--- config.mk ---
export PLATFORM = sky130hd
export DESIGN_NAME = card_access_decoder
export DESIGN_NICKNAME = d
export VERILOG_FILES = /design/src/rtl/card_dec_pkg.sv /design/src/rtl/card_width_decode.sv /design/src/rtl/card_access_fsm.sv /design/src/rtl/card_out_stage.sv /design/src/rtl/card_access_decoder.sv
export SDC_FILE = /design/constraint.sdc
export NUM_CORES = 1
export LEC_CHECK = 0
export BUFFER_PORTS_ARGS = -buffer_cell sky130_fd_sc_hd__buf_2
export CORE_AREA = 4 4 45 47
export CTS_CLUSTER_DIAMETER = 200
export DETAILED_ROUTE_END_ITERATION = 8
export DIE_AREA = 0 0 49 51
export PLACE_DENSITY = 0.63
export SYNTH_ARGS = -nofsm -noshare
export SYNTH_HDL_FRONTEND = slang
export SYNTH_SLANG_ARGS = --single-unit
--- constraint.sdc ---
create_clock -name clk -period 1.79 [get_ports clk]
set_input_delay 0.358 -clock clk [delete_from_list [all_inputs] [get_ports clk]]
set_output_delay 0.358 -clock clk [all_outputs]
set_load 0.02 [all_outputs]
--- src/rtl/card_dec_pkg.sv ---
package card_dec_pkg;

    typedef enum logic [1:0] {
        W_OFF,
        W_BYTE_LO,
        W_BYTE_HI,
        W_WORD
    } width_e;

    typedef enum logic [2:0] {
        ST_STANDBY,
        ST_ARMED,
        ST_READ,
        ST_WRITE,
        ST_REJECT
    } acc_state_e;

endpackage

--- src/rtl/card_width_decode.sv ---
module card_width_decode
    import card_dec_pkg::*;
#(
    parameter int PAIR_BITS = 1,
    localparam int NUM_SEG = 2 * (1 << PAIR_BITS)
) (
    input  logic                 ce_lo_n,
    input  logic                 ce_hi_n,
    input  logic                 reg_n,
    input  logic                 addr_lsb,
    input  logic [PAIR_BITS-1:0] addr_top,
    output logic                 enabled,
    output logic                 attr_odd,
    output logic [NUM_SEG-1:0]   seg_req,
    output logic                 lane_lo_req,
    output logic                 lane_hi_req,
    output logic                 swap_req,
    output logic                 attr_req
);

    width_e width;
    logic   attr_space;

    assign attr_space = !reg_n;

    // Width mode from the pair of enables
    always_comb begin
        unique case ({ce_hi_n, ce_lo_n})
            2'b10:   width = W_BYTE_LO;
            2'b01:   width = W_BYTE_HI;
            2'b00:   width = W_WORD;
            default: width = W_OFF;
        endcase
    end

    assign enabled  = (width != W_OFF);
    assign attr_odd = attr_space && addr_lsb;
    assign attr_req = attr_space && enabled && !addr_lsb;

    // Lane steering
    always_comb begin
        if (attr_space) begin
            lane_lo_req = enabled;
            lane_hi_req = 1'b0;
            swap_req    = 1'b0;
        end else begin
            lane_lo_req = (width == W_BYTE_LO) || (width == W_WORD);
            lane_hi_req = (width == W_BYTE_HI) || (width == W_WORD);
            swap_req    = (width == W_BYTE_LO) && addr_lsb;
        end
    end

    // One select decoder per flash segment
    for (genvar s = 0; s < NUM_SEG; s++) begin : g_seg
        localparam logic [PAIR_BITS-1:0] SEG_PAIR = PAIR_BITS'(s >> 1);
        localparam logic SEG_ODD = 1'((s & 1) != 0);
        logic lane_hit;

        always_comb begin
            unique case (width)
                W_BYTE_LO: lane_hit = (addr_lsb == SEG_ODD);
                W_BYTE_HI: lane_hit = SEG_ODD;
                W_WORD:    lane_hit = 1'b1;
                default:   lane_hit = 1'b0;
            endcase
        end

        assign seg_req[s] = !attr_space && (addr_top == SEG_PAIR) && lane_hit;
    end

endmodule

--- src/rtl/card_access_fsm.sv ---
module card_access_fsm
    import card_dec_pkg::*;
(
    input  logic clk,
    input  logic rst_n,
    input  logic enabled,
    input  logic oe_n,
    input  logic we_n,
    input  logic wp_sw,
    input  logic attr_odd,
    output logic open_d,
    output logic card_drive,
    output logic wr_strobe
);

    acc_state_e state_q, state_d;

    // Next-state selection
    always_comb begin
        if (!enabled) begin
            state_d = ST_STANDBY;                       // go_standby
        end else if (!we_n) begin
            if (oe_n && !wp_sw && !attr_odd)
                state_d = ST_WRITE;                     // go_write
            else
                state_d = ST_REJECT;                    // go_reject
        end else if (!oe_n) begin
            state_d = ST_READ;                          // go_read
        end else begin
            state_d = ST_ARMED;                         // go_armed
        end
    end

    assign open_d = (state_d == ST_READ) || (state_d == ST_WRITE);

    // State register
    always_ff @(posedge clk) begin
        if (!rst_n) state_q <= ST_STANDBY;
        else        state_q <= state_d;
    end

    // Outputs from the registered state
    always_comb begin
        card_drive = 1'b0;
        wr_strobe  = 1'b0;
        unique case (state_q)
            ST_READ:  card_drive = 1'b1;
            ST_WRITE: wr_strobe  = 1'b1;
            ST_STANDBY, ST_ARMED, ST_REJECT: ;
            default: ;
        endcase
    end

    p_wp_blocks_r7: assert property (@(posedge clk) disable iff (!rst_n)
        $past(wp_sw) |-> !wr_strobe);

    p_oe_write_ignored_r8: assert property (@(posedge clk) disable iff (!rst_n)
        $past(!oe_n && !we_n) |-> (!wr_strobe && !card_drive));

    p_drive_needs_oe_r5: assert property (@(posedge clk) disable iff (!rst_n)
        card_drive |-> $past(!oe_n && we_n && enabled));

    p_standby_r4: assert property (@(posedge clk) disable iff (!rst_n)
        $past(!enabled) |-> (state_q == ST_STANDBY));

endmodule

--- src/rtl/card_out_stage.sv ---
module card_out_stage #(
    parameter int NUM_SEG = 4
) (
    input  logic               clk,
    input  logic               rst_n,
    input  logic               open_d,
    input  logic [NUM_SEG-1:0] seg_req,
    input  logic               lane_lo_req,
    input  logic               lane_hi_req,
    input  logic               swap_req,
    input  logic               attr_req,
    input  logic               wp_sw,
    output logic [NUM_SEG-1:0] seg_cs,
    output logic               attr_cs,
    output logic               lane_lo_en,
    output logic               lane_hi_en,
    output logic               odd_to_low,
    output logic               wp_status
);

    for (genvar s = 0; s < NUM_SEG; s++) begin : g_cs
        always_ff @(posedge clk) begin
            if (!rst_n) seg_cs[s] <= 1'b0;
            else        seg_cs[s] <= open_d && seg_req[s];
        end
    end

    always_ff @(posedge clk) begin
        if (!rst_n) begin
            attr_cs    <= 1'b0;
            lane_lo_en <= 1'b0;
            lane_hi_en <= 1'b0;
            odd_to_low <= 1'b0;
            wp_status  <= 1'b0;
        end else begin
            attr_cs    <= open_d && attr_req;
            lane_lo_en <= open_d && lane_lo_req;
            lane_hi_en <= open_d && lane_hi_req;
            odd_to_low <= open_d && swap_req;
            wp_status  <= wp_sw;
        end
    end

    p_seg_count_r2: assert property (@(posedge clk) disable iff (!rst_n)
        $countones(seg_cs) <= 2);

    p_byte_single_r1: assert property (@(posedge clk) disable iff (!rst_n)
        (lane_lo_en != lane_hi_en) |-> $onehot0(seg_cs));

    p_attr_excl_r6: assert property (@(posedge clk) disable iff (!rst_n)
        attr_cs |-> (seg_cs == '0 && !lane_hi_en));

    p_closed_latency_r10: assert property (@(posedge clk) disable iff (!rst_n)
        $past(!open_d) |-> (seg_cs == '0 && !lane_lo_en && !lane_hi_en && !attr_cs));

endmodule

--- src/rtl/card_access_decoder.sv ---
module card_access_decoder #(
    parameter int PAIR_BITS = 1,
    localparam int NUM_SEG = 2 * (1 << PAIR_BITS)
) (
    input  logic                 clk,
    input  logic                 rst_n,
    input  logic                 ce_lo_n,
    input  logic                 ce_hi_n,
    input  logic                 oe_n,
    input  logic                 we_n,
    input  logic                 reg_n,
    input  logic                 addr_lsb,
    input  logic [PAIR_BITS-1:0] addr_top,
    input  logic                 wp_sw,
    output logic [NUM_SEG-1:0]   seg_cs,
    output logic                 attr_cs,
    output logic                 lane_lo_en,
    output logic                 lane_hi_en,
    output logic                 odd_to_low,
    output logic                 card_drive,
    output logic                 wr_strobe,
    output logic                 wp_status
);

    logic               enabled;
    logic               attr_odd;
    logic [NUM_SEG-1:0] seg_req;
    logic               lane_lo_req;
    logic               lane_hi_req;
    logic               swap_req;
    logic               attr_req;
    logic               open_d;

    card_width_decode #(.PAIR_BITS(PAIR_BITS)) i_decode (
        .ce_lo_n     (ce_lo_n),
        .ce_hi_n     (ce_hi_n),
        .reg_n       (reg_n),
        .addr_lsb    (addr_lsb),
        .addr_top    (addr_top),
        .enabled     (enabled),
        .attr_odd    (attr_odd),
        .seg_req     (seg_req),
        .lane_lo_req (lane_lo_req),
        .lane_hi_req (lane_hi_req),
        .swap_req    (swap_req),
        .attr_req    (attr_req)
    );

    card_access_fsm i_fsm (
        .clk        (clk),
        .rst_n      (rst_n),
        .enabled    (enabled),
        .oe_n       (oe_n),
        .we_n       (we_n),
        .wp_sw      (wp_sw),
        .attr_odd   (attr_odd),
        .open_d     (open_d),
        .card_drive (card_drive),
        .wr_strobe  (wr_strobe)
    );

    card_out_stage #(.NUM_SEG(NUM_SEG)) i_out (
        .clk         (clk),
        .rst_n       (rst_n),
        .open_d      (open_d),
        .seg_req     (seg_req),
        .lane_lo_req (lane_lo_req),
        .lane_hi_req (lane_hi_req),
        .swap_req    (swap_req),
        .attr_req    (attr_req),
        .wp_sw       (wp_sw),
        .seg_cs      (seg_cs),
        .attr_cs     (attr_cs),
        .lane_lo_en  (lane_lo_en),
        .lane_hi_en  (lane_hi_en),
        .odd_to_low  (odd_to_low),
        .wp_status   (wp_status)
    );

    p_write_selects_r11: assert property (@(posedge clk) disable iff (!rst_n)
        wr_strobe |-> (seg_cs != '0 || attr_cs));

endmodule

== Word level (Yosys, flattened, before mapping) ==
Cells that the tools add are included.

* Magnitude comparators: 0
* Reduce and logical (&&, ||, !) cells: 30
* Multiply operators: 0
* Add/subtract/negate cells: 0
* Shifts and indexed selects: 0
* Bitwise logic cells: 2
* Mux-type cells: 12
* Equality and inequality tests: 9
* Divide/modulo/power cells: 0

{| class="wikitable"
|+ Operator list
! cell !! number
|-
| logical AND 1 bit || 20
|-
| == test 3 x 2 -> 1 bit (second input constant) || 4
|-
| 2-to-1 mux 3 bit || 3
|-
| == test 2 bit (second input constant) || 3
|-
| one-hot mux 2 bit (3 select lines) || 1
|-
| 2-to-1 mux 1 bit || 5
|-
| == test 2 x 1 -> 1 bit (second input constant) || 2
|-
| logical NOT 1 bit || 4
|-
| one-hot mux 1 bit (2 select lines) || 2
|-
| logical OR 1 bit || 3
|-
| logical NOT 2 bit || 1
|-
| 2-to-1 mux 2 bit || 1
|-
| inverter 1 bit || 2
|-
| nonzero test 2 bit || 1
|-
| OR reduction 2 bit || 1
|}

* Memory bits (writable): 0
* Memories kept: 0
* Bits in latches: 0
* Bits in registers: 12
* Bits of input ports: 10
* Output and inout bits: 11
* Logic and storage cells: 63
* Memory bits (read-only): 0

== Longest topological paths before layout ==
* Depth after elaboration: 10
* Depth in mapped cells: 3
* Mapped depth without buffers: 3

== Hierarchy ==
A second synthesis with hierarchy kept.

* Cells, all modules: 46
* Area, all modules: 466.7 um2

{| class="wikitable"
|+ By module, submodules not included
! module !! area an instance (um2) !! cells each !! instances !! sequential area each (um2)
|-
| card_out_stage || 237.7 || 18 || 1 || 180.2
|-
| card_access_fsm || 132.6 || 13 || 1 || 60.1
|-
| card_width_decode || 96.3 || 15 || 1 || 0.0
|}

== Worst setup path after synthesis ==
OpenSTA, ideal clock, no wires.

* Path kind: register to output
* From: register i_fsm.state_q[2]
* To: output card_drive
* Buffers on the path: 0
* Arrival time: 0.826 ns
* Setup slack: 0.606 ns
* Cell stages (with the launch flop): 2
* Required time: 1.432 ns
* Path through: dfxtp_1 > nor3b_1

* Longest elaborated chain between the ends: 2

{| class="wikitable"
|+ RTL lines
! element !! line !! RTL
|-
| start: declaration || card_access_fsm.sv:16 || <nowiki>acc_state_e state_q, state_d;</nowiki>
|-
| start signal: assignment || card_access_fsm.sv:39 || <nowiki>else state_q <= state_d;</nowiki>
|-
| == test 3 x 2 -> 1 bit || card_access_fsm.sv:46 || <nowiki>unique case (state_q)</nowiki>
|-
| 2-to-1 mux 1 bit || card_access_fsm.sv:46 ||
|-
| end: declaration || card_access_decoder.sv:20 || <nowiki>output logic card_drive,</nowiki>
|}

Every way passes these cells.

== Final worst setup path ==
Same ends and word-level chain as after synthesis.

==> flow_results.xml <==
<?xml version="1.0" encoding="UTF-8"?>
<metrics>
  <group name="outcome">
    <metric name="run_status" unit="">finished, final reports clean</metric>
  </group>
  <group name="critical_path">
    <metric name="worst-path-max-fanout" unit="">2</metric>
    <metric name="worst_setup_path_end_kind" unit="">primary output</metric>
    <metric name="cp.required" unit="ps">1430</metric>
    <metric name="timing.setup.critical_path_class" unit="">reg -&gt; out</metric>
    <metric name="critPathLaunchType" unit="">flip-flop</metric>
    <metric name="crit_arrival" unit="ps">940</metric>
  </group>
  <group name="timing">
    <metric name="slew_headroom" unit="%">74.32</metric>
    <metric name="final_period_minus_worst_setup_slack" unit="ps">1297</metric>
    <metric name="finalSetupViolations" unit="">0</metric>
    <metric name="rsz0062_at_grt" unit="">no</metric>
    <metric name="report.final.hold_viol_count" unit="">0</metric>
    <metric name="hold_ws" unit="ps">305.4</metric>
    <metric name="final-max-slew-violation-count" unit="">0</metric>
    <metric name="worst_slew_pin_slew" unit="ps">381.8</metric>
    <metric name="setup_tns" unit="ps">0</metric>
    <metric name="timing.final.crit_share" unit="%">72.48</metric>
    <metric name="maxClockFrequency" unit="MHz">770.8</metric>
  </group>
  <group name="power_and_ir_drop">
    <metric name="power.ir.vdd_worst" unit="V">0.0004126</metric>
    <metric name="total_power" unit="mW">0.5576</metric>
    <metric name="p_leak" unit="nW">0.3042</metric>
    <metric name="power_density" unit="nW/um2">884.3</metric>
  </group>
  <group name="synth">
    <metric name="ys_warn_count" unit="">0</metric>
    <metric name="synth_ff_type" unit="">sky130_fd_sc_hd__dfxtp_1</metric>
    <metric name="synthesis.area_per_instance" unit="um2">10.51</metric>
    <metric name="synth-async-reset-ratio" unit="%">0</metric>
    <metric name="synthesis.area" unit="um2">473.0</metric>
    <metric name="largest_area_contributor_in_the_synthesized_netlist" unit="">sky130_fd_sc_hd__dfxtp_1</metric>
    <metric name="yosysSeqAreaShare" unit="%">50.79</metric>
    <metric name="synth.cells.most_frequent" unit="">sky130_fd_sc_hd__dfxtp_1 (12), sky130_fd_sc_hd__nor2_1 (7), sky130_fd_sc_hd__nand2_1 (5)</metric>
    <metric name="synth_top_area_share" unit="%">50.79</metric>
    <metric name="synth_cell_type_count" unit="">18</metric>
    <metric name="netlist_instances" unit="">45</metric>
    <metric name="post_synth_net_total" unit="">55</metric>
    <metric name="synth-seq-cells" unit="">12</metric>
    <metric name="top_area_cells_in_the_synthesized_netlist" unit="">sky130_fd_sc_hd__dfxtp_1 (51%), sky130_fd_sc_hd__nor3b_2 (7.9%), sky130_fd_sc_hd__o2111ai_2 (6.3%)</metric>
    <metric name="synth_most_common_cell" unit="">sky130_fd_sc_hd__dfxtp_1</metric>
    <metric name="synth_edf_count" unit="">0</metric>
  </group>
  <group name="cts">
    <metric name="htree_num_levels" unit="">1</metric>
    <metric name="cts-root-buf" unit="">sky130_fd_sc_hd__clkbuf_4</metric>
    <metric name="tritoncts_clock_tree" unit="">built</metric>
    <metric name="holdBufCountCts" unit="">0</metric>
    <metric name="clk_transition_reported_paths" unit="ps">70</metric>
    <metric name="cts_made_buffers" unit="">3</metric>
    <metric name="post_cts.repair.setup_buffers" unit="">0</metric>
    <metric name="cts.sinks" unit="">12</metric>
    <metric name="cts_resized" unit="">0</metric>
    <metric name="deepest_clock_path_buffer_count" unit="">2</metric>
  </group>
  <group name="floorplanning">
    <metric name="i_o_pin_count" unit="">21</metric>
    <metric name="die_y" unit="um">51</metric>
    <metric name="core_region_area" unit="um2">1652</metric>
    <metric name="start_util" unit="%">28.64</metric>
    <metric name="die-width" unit="um">49</metric>
    <metric name="dieArea" unit="um2">2499</metric>
    <metric name="row_count" unit="">15</metric>
  </group>
  <group name="grt">
    <metric name="grt_pass1_vias" unit="">352</metric>
    <metric name="globalRoute.totalOverflow" unit="">0</metric>
    <metric name="grt_pass1_wl" unit="um">1421</metric>
    <metric name="grt_use_total" unit="%">7.380</metric>
    <metric name="antenna_found_initial" unit="">0</metric>
    <metric name="grt_start_max_net_pins" unit="">8</metric>
  </group>
  <group name="placement">
    <metric name="area_post_placement" unit="um2">594.3</metric>
    <metric name="place_inst" unit="">82</metric>
    <metric name="gp_congestion" unit="">0.7143</metric>
    <metric name="buffers_added_on_ports" unit="">20</metric>
    <metric name="hpwl" unit="um">727.7</metric>
  </group>
  <group name="layout">
    <metric name="antenna-diode-count" unit="">0</metric>
    <metric name="number_of_standard_cells_in_the_layout_taps_in_and_fillers_out" unit="">86</metric>
    <metric name="syn_to_final_growth" unit="%">33.33</metric>
    <metric name="nets" unit="">80</metric>
    <metric name="post_route_cells_drive_above_1_share" unit="%">46.38</metric>
    <metric name="design_area" unit="um2">630.6</metric>
  </group>
  <group name="detailed_routing">
    <metric name="post_drt_via_cell_ratio" unit="">4.465</metric>
    <metric name="via_count" unit="">384</metric>
    <metric name="antenna_left" unit="">0</metric>
    <metric name="wirelength" unit="um">896</metric>
    <metric name="drt_first_iter_violations" unit="">5</metric>
    <metric name="routedWlPerCell" unit="um">10.42</metric>
    <metric name="firstDrtPassIters" unit="">4</metric>
    <metric name="drc_violations_left" unit="">0</metric>
  </group>
  <group name="job">
    <metric name="max_cap_viol_count" unit="">0</metric>
  </group>
  <group name="min_path">
    <metric name="timing.hold.worst_path_depth" unit="">2</metric>
    <metric name="min-delay-path-class" unit="">in -&gt; reg</metric>
  </group>
</metrics>
## cells in the final DEF, fill, tap and decap left out, types with 2 or more instances in the layout
cell type / synthesis / final
sky130_fd_sc_hd__nor3b_2: 3 / 3
sky130_fd_sc_hd__clkbuf_4: 0 / 3
sky130_fd_sc_hd__buf_2: 0 / 20
sky130_fd_sc_hd__and2b_1: 2 / 2
sky130_fd_sc_hd__nor2_1: 7 / 7
sky130_fd_sc_hd__and2_1: 2 / 2
sky130_fd_sc_hd__dfxtp_1: 12 / 12
sky130_fd_sc_hd__nand2_1: 5 / 5
sky130_fd_sc_hd__inv_1: 2 / 2
sky130_fd_sc_hd__o2111ai_2: 2 / 2
## cells by family (layout without fill, tap and decap cells)
family          after synthesis  in the layout  share of synthesized area (%)
simple gates                 25             25                          32.81
flops                        12             12                          50.79
compound gates                6              6                          14.82
buf+inv                       2             26                          1.588
## where the power goes
group	total [mW]	switching, mW	leakage (nW)	internal (mW)
Sequential	0.278	0.00232	0.0979	0.275
Combinational	0.0677	0.0401	0.185	0.0276
Clock	0.212	0.0889	0.0210	0.123
Total	0.558	0.131	0.304	0.426
## state kept, by name (all words and copies together), names as in the netlist
name and cells:
i_fsm.state_q 3, i_out.attr_cs 1, i_out.lane_hi_en 1, i_out.lane_lo_en 1, i_out.odd_to_low 1, i_out.seg_cs 4
i_out.wp_status 1
## metrics by stage
step | utilization, % | setup WS, ps
final | 38.18 | 492.6
after global routing | 38.18 | 377.4
after CTS | 38.18 | 474.6
after detailed placement | 35.98 | 630.6
after global placement | 35.98 | 634.3
after floorplan | - | 606.0
## final cells by class
type	count	area [um2]
clock buffer	4	36.28
fill	176	1021
inverter	2	7.507
multi-input combinational	31	225.2
sequential	12	240.2
tap	17	21.27
timing repair buffer	20	100.1
## path summary, 6_finish.rpt
check                       startpoint             to  slack (ps)
worst max-delay path  i_fsm.state_q[2]     card_drive         490
worst min-delay path          addr_lsb  i_out.attr_cs         310
## metal layers
metal / GRT usage, % / share of wire, % / vias up
li1: - / - / 201
met1: 8.961 / 47 / 169
met2: 11.09 / 46 / 12
met3: 2.915 / 4.9 / 2
met4: 4.036 / 2.1 / 0
met5: 0 / 0 / -
## worst max-delay path, stage by stage, from the launching register on
cell	delay (ps)
sky130_fd_sc_hd__dfxtp_1	310
sky130_fd_sc_hd__nor3b_1	180
sky130_fd_sc_hd__buf_2	190
Power figures use the tool's default switching activity.
